<file path="src/rtl/sbr_pkg.sv">
`timescale 1ns/1ps
package sbr_pkg;
  localparam int CFG_W = 16;
  localparam logic [CFG_W-1:0] CFG_DEFAULT    = 16'hBF4F;
  localparam logic [CFG_W-1:0] CFG_FORCE_ZERO = 16'h00B0;

  typedef enum logic [1:0] {ST_IDLE, ST_LAT, ST_DATA} seqState_t;

  // control-to-datapath strobes
  typedef struct packed {
    logic load;   // capture start address
    logic show;   // present word at current address
    logic step;   // advance address and present that word
    logic clear;  // drop data valid
  } dpCtl_t;

  typedef struct packed {
    logic       readAsync;
    logic [2:0] latCode;
    logic       waitHigh;
    logic       holdTwo;
    logic       waitEarly;
    logic       risingEdge;
    logic       wrapOn;
    logic [2:0] lenCode;
  } rdCfg_t;

  function automatic rdCfg_t decodeCfg(input logic [CFG_W-1:0] w);
    rdCfg_t c;
    c.readAsync  = w[15];
    c.latCode    = w[13:11];
    c.waitHigh   = w[10];
    c.holdTwo    = w[9];
    c.waitEarly  = w[8];
    c.risingEdge = w[6];
    c.wrapOn     = ~w[3];
    c.lenCode    = w[2:0];
    return c;
  endfunction

  // words per burst, 0 = continuous or reserved
  function automatic logic [4:0] lenWords(input logic [2:0] code);
    case (code)
      3'b001:  return 5'd4;
      3'b010:  return 5'd8;
      3'b011:  return 5'd16;
      default: return 5'd0;
    endcase
  endfunction
endpackage

</file>
<file path="src/rtl/sbr_cfg_reg.sv">
`timescale 1ns/1ps
module sbr_cfg_reg
  import sbr_pkg::*;
(
  input  logic             clk,
  input  logic             rstN,
  input  logic             we,
  input  logic [CFG_W-1:0] wdata,
  output logic [CFG_W-1:0] cfgQ,
  output rdCfg_t           cfg,
  output logic             cfgErr
);
  logic latBad, lenBad, comboBad;

  always_ff @(posedge clk or negedge rstN) begin
    if (!rstN)   cfgQ <= CFG_DEFAULT;
    else if (we) cfgQ <= wdata & ~CFG_FORCE_ZERO;
  end

  assign cfg = decodeCfg(cfgQ);

  always_comb begin
    latBad   = cfg.latCode < 3'd2;
    lenBad   = (lenWords(cfg.lenCode) == 5'd0) && (cfg.lenCode != 3'b111);
    comboBad = (cfg.latCode == 3'd2) && cfg.holdTwo && cfg.waitEarly;
    cfgErr   = latBad | lenBad | comboBad;
  end


  cfg_write_mask_chk: assert property (@(posedge clk) disable iff (!rstN)
    we |=> (cfgQ == ($past(wdata) & ~CFG_FORCE_ZERO)));
endmodule

</file>
<file path="src/rtl/sbr_ctrl.sv">
`timescale 1ns/1ps
module sbr_ctrl
  import sbr_pkg::*;
(
  input  logic       clk,
  input  logic       rstN,
  input  logic       ceN,
  input  logic       oeN,
  input  logic       advN,
  input  logic       readAsync,
  input  logic [2:0] latCode,
  input  logic       holdTwo,
  input  logic       waitEarly,
  input  logic [2:0] lenCode,
  input  logic       cfgErr,
  output dpCtl_t     ctl,
  output logic       waitAssert
);
  seqState_t  state;
  logic [2:0] latCnt;
  logic [1:0] holdLeft;
  logic [4:0] wordCnt;
  logic [4:0] burstLen;
  logic [1:0] holdLen;
  logic [2:0] waitThresh;
  logic       abort, startReq, startOk, wordDone, lastWord;

  always_comb begin
    abort      = ceN | oeN;
    startReq   = ~advN;
    startOk    = ~readAsync & ~cfgErr;
    burstLen   = lenWords(lenCode);
    holdLen    = holdTwo ? 2'd2 : 2'd1;
    wordDone   = (state == ST_DATA) && (holdLeft == 2'd1);
    lastWord   = (burstLen != 5'd0) && (wordCnt == burstLen);
    waitThresh = waitEarly ? {1'b0, holdLen} : 3'd0;
    waitAssert = (state == ST_LAT) && (latCnt > waitThresh);

    ctl.load  = ~abort & startReq & startOk;
    ctl.show  = ~abort & ~startReq & (state == ST_LAT) & (latCnt == 3'd1);
    ctl.step  = ~abort & ~startReq & wordDone & ~lastWord;
    ctl.clear = abort | startReq | (wordDone & lastWord);
  end

  always_ff @(posedge clk or negedge rstN) begin
    if (!rstN) begin
      state    <= ST_IDLE;
      latCnt   <= '0;
      holdLeft <= '0;
      wordCnt  <= '0;
    end else if (abort) begin
      state <= ST_IDLE;
    end else if (startReq) begin
      if (startOk) begin
        state  <= ST_LAT;
        latCnt <= latCode;
      end else begin
        state <= ST_IDLE;
      end
    end else begin
      case (state)
        ST_LAT: begin
          if (latCnt == 3'd1) begin
            state    <= ST_DATA;
            holdLeft <= holdLen;
            wordCnt  <= 5'd1;
          end else begin
            latCnt <= latCnt - 3'd1;
          end
        end
        ST_DATA: begin
          if (holdLeft != 2'd1) begin
            holdLeft <= holdLeft - 2'd1;
          end else if (lastWord) begin
            state <= ST_IDLE;
          end else begin
            holdLeft <= holdLen;
            if (burstLen != 5'd0) wordCnt <= wordCnt + 5'd1;
          end
        end
        default: state <= ST_IDLE;
      endcase
    end
  end


  abort_idle_chk: assert property (@(posedge clk) disable iff (!rstN)
    (ceN || oeN) |=> (state == ST_IDLE));


  reject_bad_cfg_chk: assert property (@(posedge clk) disable iff (!rstN)
    (!ceN && !oeN && !advN && cfgErr) |=> (state == ST_IDLE));


  no_async_burst_chk: assert property (@(posedge clk) disable iff (!rstN)
    (!ceN && !oeN && !advN && readAsync) |=> (state == ST_IDLE));


  hold_range_chk: assert property (@(posedge clk) disable iff (!rstN)
    (state == ST_DATA) |-> (holdLeft == 2'd1 || holdLeft == 2'd2));
endmodule

</file>
<file path="src/rtl/sbr_datapath.sv">
`timescale 1ns/1ps
module sbr_datapath
  import sbr_pkg::*;
#(
  parameter int ADDR_W = 8
) (
  input  logic              clk,
  input  logic              rstN,
  input  logic              ceN,
  input  logic              oeN,
  input  logic [ADDR_W-1:0] addrIn,
  input  dpCtl_t            ctl,
  input  logic              wrapOn,
  input  logic [2:0]        lenCode,
  input  logic              risingEdge,
  input  logic              waitHigh,
  input  logic              waitAssert,
  output logic [15:0]       dq,
  output logic              dqValid,
  output logic              waitOut
);
  logic [ADDR_W-1:0] addrReg, nextAddr, wrapMask;
  logic [15:0]       dqR, dqF, selDq;
  logic              validR, validF, waitF, selValid, selWait, active;

  function automatic logic [15:0] wordOf(input logic [ADDR_W-1:0] a);
    logic [7:0] lo;
    lo = 8'(a);
    return {lo ^ 8'hA5, lo};
  endfunction

  always_comb begin
    case (lenCode)
      3'b001:  wrapMask = ADDR_W'(3);
      3'b010:  wrapMask = ADDR_W'(7);
      3'b011:  wrapMask = ADDR_W'(15);
      default: wrapMask = '1;
    endcase
    if (!wrapOn) wrapMask = '1;
    nextAddr = (addrReg & ~wrapMask) | ((addrReg + ADDR_W'(1)) & wrapMask);
  end

  always_ff @(posedge clk or negedge rstN) begin
    if (!rstN) begin
      addrReg <= '0;
      dqR     <= '0;
      validR  <= 1'b0;
    end else begin
      if (ctl.load) addrReg <= addrIn;
      if (ctl.show) begin
        dqR    <= wordOf(addrReg);
        validR <= 1'b1;
      end else if (ctl.step) begin
        addrReg <= nextAddr;
        dqR     <= wordOf(nextAddr);
        validR  <= 1'b1;
      end else if (ctl.clear) begin
        validR <= 1'b0;
      end
    end
  end

  // half-cycle retimed copy for falling-edge output timing
  always_ff @(negedge clk or negedge rstN) begin
    if (!rstN) begin
      dqF    <= '0;
      validF <= 1'b0;
      waitF  <= 1'b0;
    end else begin
      dqF    <= dqR;
      validF <= validR;
      waitF  <= waitAssert;
    end
  end

  always_comb begin
    active   = ~ceN & ~oeN;
    selDq    = risingEdge ? dqR        : dqF;
    selValid = risingEdge ? validR     : validF;
    selWait  = risingEdge ? waitAssert : waitF;
    dqValid  = active & selValid;
    dq       = dqValid ? selDq : 16'h0000;
    waitOut  = (active & selWait) ^ ~waitHigh;
  end


  step_after_show_chk: assert property (@(posedge clk) disable iff (!rstN)
    ctl.step |-> validR);


  valid_source_chk: assert property (@(posedge clk) disable iff (!rstN)
    $rose(validR) |-> $past(ctl.show || ctl.step));


  wrap_in_block_chk: assert property (@(posedge clk) disable iff (!rstN)
    (ctl.step && wrapOn && lenCode == 3'b001)
      |=> (addrReg[ADDR_W-1:2] == $past(addrReg[ADDR_W-1:2])));
endmodule

</file>
<file path="src/rtl/sync_burst_reader.sv">
`timescale 1ns/1ps
module sync_burst_reader
  import sbr_pkg::*;
#(
  parameter int ADDR_W = 8
) (
  input  logic              clk,
  input  logic              rstN,
  input  logic              ceN,
  input  logic              oeN,
  input  logic              advN,
  input  logic [ADDR_W-1:0] addr,
  input  logic              cfgWe,
  input  logic [15:0]       cfgWdata,
  output logic [15:0]       cfgValue,
  output logic              cfgErr,
  output logic [15:0]       dq,
  output logic              dqValid,
  output logic              waitOut
);
  rdCfg_t cfg;
  dpCtl_t ctl;
  logic   waitAssert;

  sbr_cfg_reg cfg_i (
    .clk(clk), .rstN(rstN), .we(cfgWe), .wdata(cfgWdata),
    .cfgQ(cfgValue), .cfg(cfg), .cfgErr(cfgErr)
  );

  sbr_ctrl ctrl_i (
    .clk(clk), .rstN(rstN), .ceN(ceN), .oeN(oeN), .advN(advN),
    .readAsync(cfg.readAsync), .latCode(cfg.latCode), .holdTwo(cfg.holdTwo),
    .waitEarly(cfg.waitEarly), .lenCode(cfg.lenCode), .cfgErr(cfgErr),
    .ctl(ctl), .waitAssert(waitAssert)
  );

  sbr_datapath #(.ADDR_W(ADDR_W)) dp_i (
    .clk(clk), .rstN(rstN), .ceN(ceN), .oeN(oeN), .addrIn(addr), .ctl(ctl),
    .wrapOn(cfg.wrapOn), .lenCode(cfg.lenCode), .risingEdge(cfg.risingEdge),
    .waitHigh(cfg.waitHigh), .waitAssert(waitAssert),
    .dq(dq), .dqValid(dqValid), .waitOut(waitOut)
  );
endmodule

</file>
<file path="config.mk">
export PLATFORM = sky130hd
export DESIGN_NAME = sync_burst_reader
export DESIGN_NICKNAME = d
export VERILOG_FILES = /design/src/rtl/sbr_pkg.sv /design/src/rtl/sbr_cfg_reg.sv /design/src/rtl/sbr_ctrl.sv /design/src/rtl/sbr_datapath.sv /design/src/rtl/sync_burst_reader.sv
export SDC_FILE = /design/constraint.sdc
export NUM_CORES = 1
export LEC_CHECK = 0
export CORE_MARGIN = 4
export CORE_UTILIZATION = 24
export CTS_BUF_LIST = sky130_fd_sc_hd__clkbuf_8
export DETAILED_ROUTE_END_ITERATION = 7
export GPL_TIMING_DRIVEN = 0
export HOLD_SLACK_MARGIN = 0.12
export PLACE_DENSITY_LB_ADDON = 0.25
export RECOVER_POWER = 25
export SLEW_MARGIN = 20
export SYNTH_ARGS = -nofsm -noshare
export SYNTH_HDL_FRONTEND = slang
export SYNTH_HIERARCHICAL = 1
export SYNTH_SLANG_ARGS = --single-unit
</file>
<file path="constraint.sdc">
create_clock -name clk -period 3.6 [get_ports clk]
set_input_delay 0.9 -clock clk [delete_from_list [all_inputs] [get_ports clk]]
set_output_delay 0.9 -clock clk [all_outputs]
set_load 0.02 [all_outputs]
</file>
; After elaboration in Yosys (flattened, before gate mapping)
; Cells that the tools add are included.
[word_totals]
reg_bits = 68
in_bits = 30
out_inout_bits = 35
elab_cells = 123
[op_classes]
n_addsub = 4
magnitude_cmp = 2
eq_ne = 21
mux = 37
n_bitwise = 32
reduce_logical = 16
[ops]
columns = cell, count
row1 = 2-to-1 mux 16 bit, 4
row2 = 2-to-1 mux 8 bit, 4
row3 = case mux 8 bit (3 select lines), 1
row4 = 2-to-1 mux 2 bit, 10
row5 = 2-to-1 mux 5 bit, 4
row6 = AND 8 bit, 2
row7 = case mux 5 bit (3 select lines), 1
row8 = AND 1 bit, 12
row9 = 2-to-1 mux 3 bit, 4
row10 = inequality test 2 bit (second input constant), 5
row11 = case mux 5 bit (2 select lines), 1
row12 = == test 3 x 2 -> 1 bit (second input constant), 3
row13 = adder 8 x 1 -> 8 bit (second input constant), 1
row14 = inequality test 4 x 3 -> 1 bit (second input constant), 2
row15 = NOT 1 bit, 8
row16 = NOT 4 bit, 2
row17 = NOT 8 bit, 1
row18 = OR 8 bit, 1
row19 = case mux 2 bit (2 select lines), 2
row20 = AND reduction 7 bit, 1
row21 = == test 3 x 1 -> 1 bit (second input constant), 2
row22 = logical AND 1 bit, 6
row23 = 2-to-1 mux 1 bit, 6
row24 = inequality test 3 bit (second input constant), 2
row25 = other kinds (19), 27

; Depth between registers and ports, before layout
; Gate-level depths: netlist of the first run.
[logic_depth]
word_depth = 12
depth_mapped = 11

; Modules after synthesis
; The synthesis of the first run kept the hierarchy.
[by_module_without_submodules]
columns = mod, n_inst, cells_per_inst, area_per_inst_um2
row1 = sbr_datapath, 1, 176, 1793.0
row2 = sbr_ctrl, 1, 118, 972.2
row3 = sbr_cfg_reg, 1, 51, 678.2

==> results of run 1 <==
==> layer usage <==
metal / share of wire, % / vias up / track usage (%) / wire length [microns]
met5: 0 / - / 0 / 0
met4: 2.5 / 0 / 4.494 / 209
met3: 3.1 / 14 / 2.625 / 264
met2: 49 / 48 / 17.44 / 4126
met1: 46 / 1321 / 13.47 / 3885
li1: - / 1356 / - / -
==> critical path: cells and delay by family, from the launching register on <==
family | cells | cell delay, ps
buf+inv | 3 | 370
mux | 1 | 60
simple gates | 2 | 450
flops | 1 | 380
==> path summary, 6_finish.rpt <==
check	start	endpoint
min in group clk	cfg_i/cfgQ[14]$_DFFE_PN0P_	cfg_i/cfgQ[14]$_DFFE_PN0P_
max in group asynchronous	rstN	dp_i/waitF$_DFF_NN0_
worst min register to register	cfg_i/cfgQ[14]$_DFFE_PN0P_	cfg_i/cfgQ[14]$_DFFE_PN0P_
worst max-delay path	dp_i/validF$_DFF_NN0_	dq[12]
worst max register to register	cfg_i/cfgQ[9]$_DFFE_PN1P_	dp_i/waitF$_DFF_NN0_
worst min-delay path	rstN	dp_i/addrReg[6]$_DFF_PN0_
==> what timing repair did <==
item,4_1_cts,5_1_grt
endpoints found under the setup margin,18,18
setup buffers,2,0
pin swaps,1,0
resized for setup,103,6
hold buffers,0,0
==> area by class of cell <==
cell class,instances,area (sq um)
Buffer,32,249.0
Tap cell,180,225.2
Clock buffer,9,123.9
Clock inverter,7,66.31
Timing Repair Buffer,60,578.1
Multi-Input combinational cell,231,1695
Inverter,24,90.09
Sequential cell,60,1516
Fill cell,1454,9444
==> through the flow <==
step                cells  hold WS, ps  power (W)
floorplan             347        468.1   0.001111
global placement      584        486.6   0.001262
detailed placement    585        501.3   0.001281
CTS                   603        348.5   0.001899
global route          603        452.4   0.001975
finish                603        443.1   0.001869
==> cells in the final DEF, fill, tap and decap left out, drive strengths merged, types with 2 or more instances in the layout <==
cell,count
a2bb2oi,5
dfrtn,14
clkbuf,16
a21o,2
nand2,31
a21oi,10
mux2i,22
clkinvlp,2
a221o,2
and3,3
clkdlybuf4s50,38
nand2b,4
a211o,2
o211ai,5
o21bai,2
nor2b,7
a211oi,6
dfstp,12
or4,3
nand3,10
o311ai,3
conb,3
nor3,6
nor2,23
o21a,4
a31oi,5
o22ai,3
o21ai,19
mux2,11
inv,27
dfrtp,34
buf,47
nor3b,4
ha,10
or3,2
a22oi,4
==> sequential cells by signal (all words and copies together), names as in the netlist <==
| name | flops |
|---|---|
| dp_i/dqR | 12 |
| dp_i/waitF | 1 |
| dp_i/validF | 1 |
| dp_i/addrReg | 8 |
| ctrl_i/state | 2 |
| cfg_i/cfgQ | 13 |
| ctrl_i/latCnt | 3 |
| dp_i/validR | 1 |
| ctrl_i/holdLeft | 2 |
| ctrl_i/wordCnt | 5 |
| dp_i/dqF | 12 |
==> cell families after synthesis <==
logic type	Yosys count	synth area share (%)
multiplexers	33	10.65
other	1	0.1089
XOR/XNOR	2	0.5088
adder cells (fa/ha/maj)	11	3.924
flip-flops	60	44.04
buffers and inverters	56	8.975
AND/OR/NAND/NOR	100	14.32
AO/OA/AOI/OAI	82	17.48
==> power by group through the flow <==
stage               clock [W]  sequential (W)  combinational [W]
floorplan                   0        0.000826           0.000285
global placement            0        0.000848           0.000414
detailed placement          0        0.000851           0.000430
CTS                  0.000628        0.000840           0.000432
global route         0.000655        0.000851           0.000469
finish               0.000605        0.000839           0.000425
==> impl_metrics.toml, run 1 <==
[cells_and_area]
antenna_cells = 0
num-nets-final = 458
stdcell_area_sq_mm = 0.004544
syn_to_final_growth_pct = 31.98
layout-drive-gt1-share_pct = 25.06
final_core_util_pct = 32.49

[power_and_ir_drop]
swShare_pct = 31.62
power_frac_seq_pct = 44.9
power.internal_w = 0.001278
max-vdd-ir-drop_mv = 0.1404
powerDensity_mw_per_mm2 = 411.4
clkPwrFrac_pct = 32.4
power.switching_w = 0.0005911
leakage_nw = 1.912
combPwrFrac_pct = 22.8

[global_route]
grt_pass1_wl_microns = 14010
grt_pass1_vias = 2799
antenna_found_initial = 0
grt_remaining_overflow = 0
grt_max_degree = 55
grt_usage_pct = 10.68

[synth]
synthArstFlopShare_pct = 100.0
yosysSeqAreaShare_pct = 44.04
ys.flop_type = "dfrtp_1"
syn_area_sq_mm = 0.003443
synth-edff-count = 0
ys_warn_count = 6
avgSynthCellArea_sq_um = 9.981
ys_ff_latch = 60
yosysMostFrequentCell = "dfrtp_1"
synth_top_area_share_pct = 24.71
ys_top_cells_by_count = "dfrtp_1, nand2_1, inv_1"
syn_inst = 345
ys_types = 62
synth_area_leaders = "dfrtp_1, dfrtn_1, dfstp_2"
synth_largest_area_cell = "dfrtp_1"

[cts]
cts_made_buffers = 9
numClockSinks = 60
cts_tree = "yes"
insertion_delay_ps = 350
ctsHtreeMaxLevel = 3
cts_root_buf = "clkbuf_8"
clock_path_buffers = 2
path_clk_slew_ps = 70

[timing]
slew_violations = 0
worst_pin_slew_ps = 1371
worst_slack_ps = -700.9
finClkSkew_ps = 18.31
rsz0062_at_grt = "true"
relSlewSlack_pct = 8.587
tns_ps = -14110
finalSetupViolCount = 31
hold_viol_final = 0

[route]
drt_iter0_drc = 150
drt-pass1-iter-count = 4
vias_per_cell = 4.542
ant_nets = 0
num_vias = 2739
wire_per_inst_microns = 14.07
wl_microns = 8486
drc = 0

[floorplanning]
pin_count = 65
die_h_microns = 127.8
start_util_pct = 24.62
die-area_sq_mm = 0.01633
die_width_microns = 127.8
core_area_sq_mm = 0.01399
rows = 43

[critical_path]
slowest_delay_ps = 380
critPathCaptureType = "primary output"
path_cells = "mux2i_1 -> or3_4 -> buf_12 -> nor2_4 -> buf_6 -> buf_6"
slowest_stage = "dfrtn_1"
worstPathMaxFanout = 10
reg2reg_slack_ps = 130
critPathLaunchType = "flop"
critical_path_class = "flop to primary output"
worstRegToRegCells = 5
critPathArrivalTime_ps = 3400
cpMostUsedCell = "buf_6"
required_ps = 2700

[min_path]
hp-class = "input port to async pin"

[outcome]
outcome = "finished, violations left"
failed_checks = "negative setup slack"

[run]
cap_violations = 0

[placement]
io_buffers = 57
hpwl_microns = 6368
dpl_cell_area_sq_mm = 0.004340
gp_congestion = 0.8109
pre_cts_slack_ps = -878.0
Power figures use the tool's default switching activity.
==> run 2, diff against run 1 <==
==> constraint.sdc (replaced) <==
create_clock -name clk -period 3.6 [get_ports clk]
set_input_delay 0.72 -clock clk [delete_from_list [all_inputs] [get_ports clk]]
set_output_delay 0.72 -clock clk [all_outputs]
set_load 0.02 [all_outputs]
==> impl_metrics.toml, run 2 (synthesis results as in run 1) <==
[outcome]
outcome = "finished, violations left"
failed_checks = "negative setup slack"

[critical_path]
reg2reg_slack_ps = 170
cpMostUsedCell = "buf_6"
path_cells = "mux2i_1 -> or3_4 -> buf_12 -> nor2_4 -> buf_6 -> buf_6"
critPathCaptureType = "primary output"
critical_path_class = "flop to primary output"
r2r_end = "dp_i/waitF$_DFF_NN0_"
critPathLaunchType = "flop"
worstPathMaxFanout = 10
worstRegToRegCells = 5
crit_cells = 6
crit_start = "dp_i/validF$_DFF_NN0_"
r2r-start = "cfg_i/cfgQ[9]$_DFFE_PN1P_"
slowest_delay_ps = 380
cpLargestDelayFamily = "simple AND/OR/NAND/NOR gates"
required_ps = 2880
critPathArrivalTime_ps = 3390
path_buf_inv = 3
slowest_stage = "dfrtn_1"

[cells_and_area]
syn_to_final_growth_pct = 32.41
reg.largest.list = "cfg_i/cfgQ (13), dp_i/dqF (12), dp_i/dqR (12)"
regMostFlops = "cfg_i/cfgQ"
num-nets-final = 457
mostFrequentLayoutCells = "clkdlybuf4s50_1, dfrtp_1, nand2_1"
layout-drive-gt1-share_pct = 24.88
antenna_cells = 0
largest_reg_flops = 13
fin_cells = 602
final_common_cell = "clkdlybuf4s50_1"

[placement]
gp_congestion = 0.8066
dp.cells = 585
hpwl_microns = 6370
pre_cts_slack_ps = -672.2
io_buffers = 57

[cts]
cts_root_buf = "clkbuf_8"
numClockSinks = 60
path_clk_slew_ps = 70
cts_tree = "yes"
ctsHtreeMaxLevel = 3
insertion_delay_ps = 340
cts_made_buffers = 9
clock_path_buffers = 2
holdBufCountCts = 0

[power_and_ir_drop]
power.internal_w = 0.001315
powerDensity_mw_per_mm2 = 412.9
clkPwrFrac_pct = 33.0
power_frac_seq_pct = 44.6
leakage_nw = 1.923
max-vdd-ir-drop_mv = 0.1822
combPwrFrac_pct = 22.4
swShare_pct = 30.14
power.switching_w = 0.0005674

[min_path]
holdPathStages = 1
worst_hold_path.endpoint = "ctrl_i/wordCnt[0]$_DFFE_PN0P_"
hp-class = "flop to flop"
min_from = "ctrl_i/wordCnt[0]$_DFFE_PN0P_"

[timing]
worst_pin_slew_ps = 1169
worst_slack_ps = -508.3
fin_hold_ws_ps = 510.5
relSlewSlack_pct = 22.06
hold_viol_final = 0
finClkSkew_ps = 18.79
slew_violations = 0
rsz0062_at_grt = "true"
finalSetupViolCount = 18
tns_ps = -7870

[route]
drt_iter0_drc = 129
drt-pass1-iter-count = 4
num_vias = 2698
drc = 0
wl_microns = 8268
wire_per_inst_microns = 13.73
vias_per_cell = 4.482
ant_nets = 0

[global_route]
grt_usage_pct = 10.74
grt_pass1_wl_microns = 14100
grt_remaining_overflow = 0
antenna_found_initial = 0
grt_max_degree = 41
grt_pass1_vias = 2738

[floorplanning]
die-area_sq_mm = 0.01633
die_width_microns = 127.8
pin_count = 65
rows = 43
die_h_microns = 127.8
core_area_sq_mm = 0.01399
start_util_pct = 24.62

[run]
cap_violations = 0
run 2: power by group through the flow:
stage / sequential (W) / clock [W] / combinational (W)
after detailed placement: 0.000851 / 0 / 0.000425
after floorplan: 0.000826 / 0 / 0.000285
after global routing: 0.000852 / 0.000679 / 0.000471
after global placement: 0.000848 / 0 / 0.000414
final: 0.000840 / 0.000621 / 0.000421
after CTS: 0.000840 / 0.000640 / 0.000427
run 2: repair_timing:
| item | 4_1_cts | 5_1_grt |
|---|---|---|
| gates resized for setup | 98 | 9 |
| buffers inserted | 1 | 0 |
| endpoints found under the setup margin | 18 | 18 |
| pin swaps | 3 | 2 |
run 2: layout make-up:
cell class	instances	area, sq um
fillers	1443	9429
plain buffers	32	249.0
repair buffers	59	583.1
well taps	180	225.2
multi-input cells	231	1693
flip-flops and latches	60	1516
clock inverters	5	51.30
clock buffers	11	151.4
inverters	24	90.09
run 2: per-layer routing:
layer  GRT usage [%]  wire length (microns)  vias to the layer above
li1                -                      -                     1356
met4           3.620                    157                        0
met2           17.07                   4033                       48
met1           14.13                   3807                     1282
met3           2.917                    270                       12
met5               0                      0                        -
run 2: worst reg2reg max path: cells and delay by family, from the launching register on:
kind | cells | cell delay (ps)
DFF | 1 | 600
AOI/OAI and AO/OA | 2 | 350
adders and majority gates | 1 | 290
and+or+nand+nor | 2 | 210
run 2: worst max path at each step:
stage	endpoint
floorplan	dq[11]
detailed placement	dq[14]
global placement	dp_i/waitF$_DFF_NN0_
finish	dq[12]
CTS	dq[9]
global route	dq[11]
run 2: metrics by stage:
stage	instance area (sq um)	util (%)	total power, W
finish	4559	32.59	0.001883
global route	4559	32.59	0.002002
CTS	4529	32.38	0.001908
detailed placement	4333	30.98	0.001276
global placement	4315	30.85	0.001262
floorplan	3520	-	0.001111
==> run 3, diff against run 2 <==
--- a/config.mk
+++ b/config.mk
@@ -5,6 +5,7 @@
 export SDC_FILE = /design/constraint.sdc
 export NUM_CORES = 1
 export LEC_CHECK = 0
+export CAP_MARGIN = 20
 export CORE_MARGIN = 4
 export CORE_UTILIZATION = 24
 export CTS_BUF_LIST = sky130_fd_sc_hd__clkbuf_8
==> constraint.sdc (replaced) <==
create_clock -name clk -period 3.6 [get_ports clk]
set_input_delay 0.72 -clock clk [delete_from_list [all_inputs] [get_ports clk]]
set_output_delay 0.72 -clock clk [all_outputs]
set_load 0.1 [all_outputs]
==> impl_metrics.toml, run 3 (synthesis results as in run 1) <==
[cts]
cts_made_buffers = 9
insertion_delay_ps = 360
ctsHtreeMaxLevel = 3
cts_tree = "yes"
cts_root_buf = "clkbuf_8"
holdBufCountCts = 0
numClockSinks = 60
path_clk_slew_ps = 80
clock_path_buffers = 2

[cells_and_area]
syn_to_final_growth_pct = 41.90
regMostFlops = "cfg_i/cfgQ"
antenna_cells = 0
largest_reg_flops = 13
num-fill-cells = 1404
final_common_cell = "clkdlybuf4s50_1"
layout-drive-gt1-share_pct = 26.23
mostFrequentLayoutCells = "clkdlybuf4s50_1, dfrtp_1, nand2_1"
num-nets-final = 462
reg.largest.list = "cfg_i/cfgQ (13), dp_i/dqF (12), dp_i/dqR (12)"
stdcell_area_sq_mm = 0.004886
final_core_util_pct = 34.93

[critical_path]
slowest_stage = "dfrtn_1"
r2r_end = "dp_i/waitF$_DFF_NN0_"
slowest_delay_ps = 390
crit_cells = 6
critical_path_class = "flop to primary output"
cpMostUsedCell = "buf_12"
cp-endpoint = "dq[14]"
critPathArrivalTime_ps = 3530
worstRegToRegCells = 5
path_cells = "mux2i_1 -> or3_4 -> buf_12 -> nor2_4 -> buf_12 -> buf_12"
critPathLaunchType = "flop"
crit_start = "dp_i/validF$_DFF_NN0_"
required_ps = 2880
path_buf_inv = 3
r2r-start = "cfg_i/cfgQ[9]$_DFFE_PN1P_"
critPathCaptureType = "primary output"
cpLargestDelayFamily = "simple AND/OR/NAND/NOR gates"
reg2reg_slack_ps = 160
worstPathMaxFanout = 5

[timing]
relSlewSlack_pct = -1.160
worst_slack_ps = -652.3
hold_viol_final = 0
rsz0062_at_grt = "true"
finClkSkew_ps = 31.11
slew_violations = 25
worst_pin_slew_ps = 1517
tns_ps = -10790
finalSetupViolCount = 18

[floorplanning]
die_h_microns = 127.8
core_area_sq_mm = 0.01399
rows = 43
start_util_pct = 24.62
die_width_microns = 127.8
die-area_sq_mm = 0.01633
pin_count = 65

[route]
drc = 0
wire_per_inst_microns = 13.96
ant_nets = 0
drt_iter0_drc = 199
drt-pass1-iter-count = 4
num_vias = 2729
vias_per_cell = 4.496
wl_microns = 8471

[placement]
pre_cts_slack_ps = -1269
gp_congestion = 0.8298
io_buffers = 57
dpl_cell_area_sq_mm = 0.004433
hpwl_microns = 6399

[power_and_ir_drop]
finalPower_w = 0.002048
max-vdd-ir-drop_mv = 0.1530
leakage_nw = 2.028
powerDensity_mw_per_mm2 = 419.3

[global_route]
grt_pass1_vias = 2810
antenna_found_initial = 0
grtUsageMet1_pct = 13.82
top_usage_layer = "met2"
grt_max_degree = 37
grtUsageMet2_pct = 18.08
met3_usage_pct = 2.375
grt_pass1_wl_microns = 14270
grt_remaining_overflow = 0
grt_usage_pct = 10.96

[run]
cap_violations = 1

[outcome]
failed_checks = "max-capacitance violations, max-slew violations, negative setup slack"
outcome = "finished, violations left"

[min_path]
hp-class = "flop to flop"
[run 3: cell types whose count changed in the layout (fill, tap and decap cells not counted), sizes merged]
cell      change
clkinv        +2
bufinv        +1
clkbuf        -2
buf           +4
clkinvlp      -1
bufbuf        +1
[run 3: how the worst min path moves through the flow]
stage                     cells past startpoint                           from  slack, ps                       endpoint
after floorplan                               0                           rstN        420     cfg_i/cfgQ[14]$_DFFE_PN0P_
after global placement                        1  ctrl_i/wordCnt[0]$_DFFE_PN0P_        490  ctrl_i/wordCnt[0]$_DFFE_PN0P_
after detailed placement                      1     cfg_i/cfgQ[14]$_DFFE_PN0P_        500     cfg_i/cfgQ[14]$_DFFE_PN0P_
after CTS                                     1                           rstN        270  ctrl_i/wordCnt[0]$_DFFE_PN0P_
after global routing                          1  ctrl_i/wordCnt[0]$_DFFE_PN0P_        540  ctrl_i/wordCnt[0]$_DFFE_PN0P_
final                                         1  ctrl_i/wordCnt[0]$_DFFE_PN0P_        520  ctrl_i/wordCnt[0]$_DFFE_PN0P_
[run 3: area by class of cell]
cell class / instances / area (sq um) / area share [%]
sequential: 60 / 1516 / 31.04
inverter: 24 / 90.09 / 1.844
multi-input combinational: 231 / 1744 / 35.70
clock buffer: 9 / 123.9 / 2.535
tap: 180 / 225.2 / 4.609
timing repair buffer: 64 / 818.3 / 16.75
buffer: 32 / 284.0 / 5.813
clock inverter: 7 / 83.83 / 1.716
[run 3: per-layer routing]
metal / vias to the layer above / part of all wire, %
met5: - / 0
met4: 0 / 2.0
met3: 17 / 3.3
met2: 40 / 49
met1: 1304 / 46
li1: 1368 / -
[run 3: repair_timing]
action                                  4_1_cts  5_1_grt
endpoints found under the hold margin         0        0
resized for setup                           156        6
setup buffers                                 2        3
pin swaps                                     1        1
endpoints found under the setup margin       18       18
cloned                                        1        0
[run 3: through the flow]
stage	cells	hold slack, ps
2_1_floorplan	347	424.4
3_3_place_gp	584	491.6
3_5_place_dp	585	504.7
4_1_cts	604	274.0
5_1_grt	607	542.5
6_report	607	518.1
[run 3: where the power goes]
group          total, W  internal (W)  switching (W)
registers      0.000840      0.000755      0.0000853
logic          0.000547      0.000213       0.000334
clock network  0.000662      0.000382       0.000279
total           0.00205       0.00135       0.000699
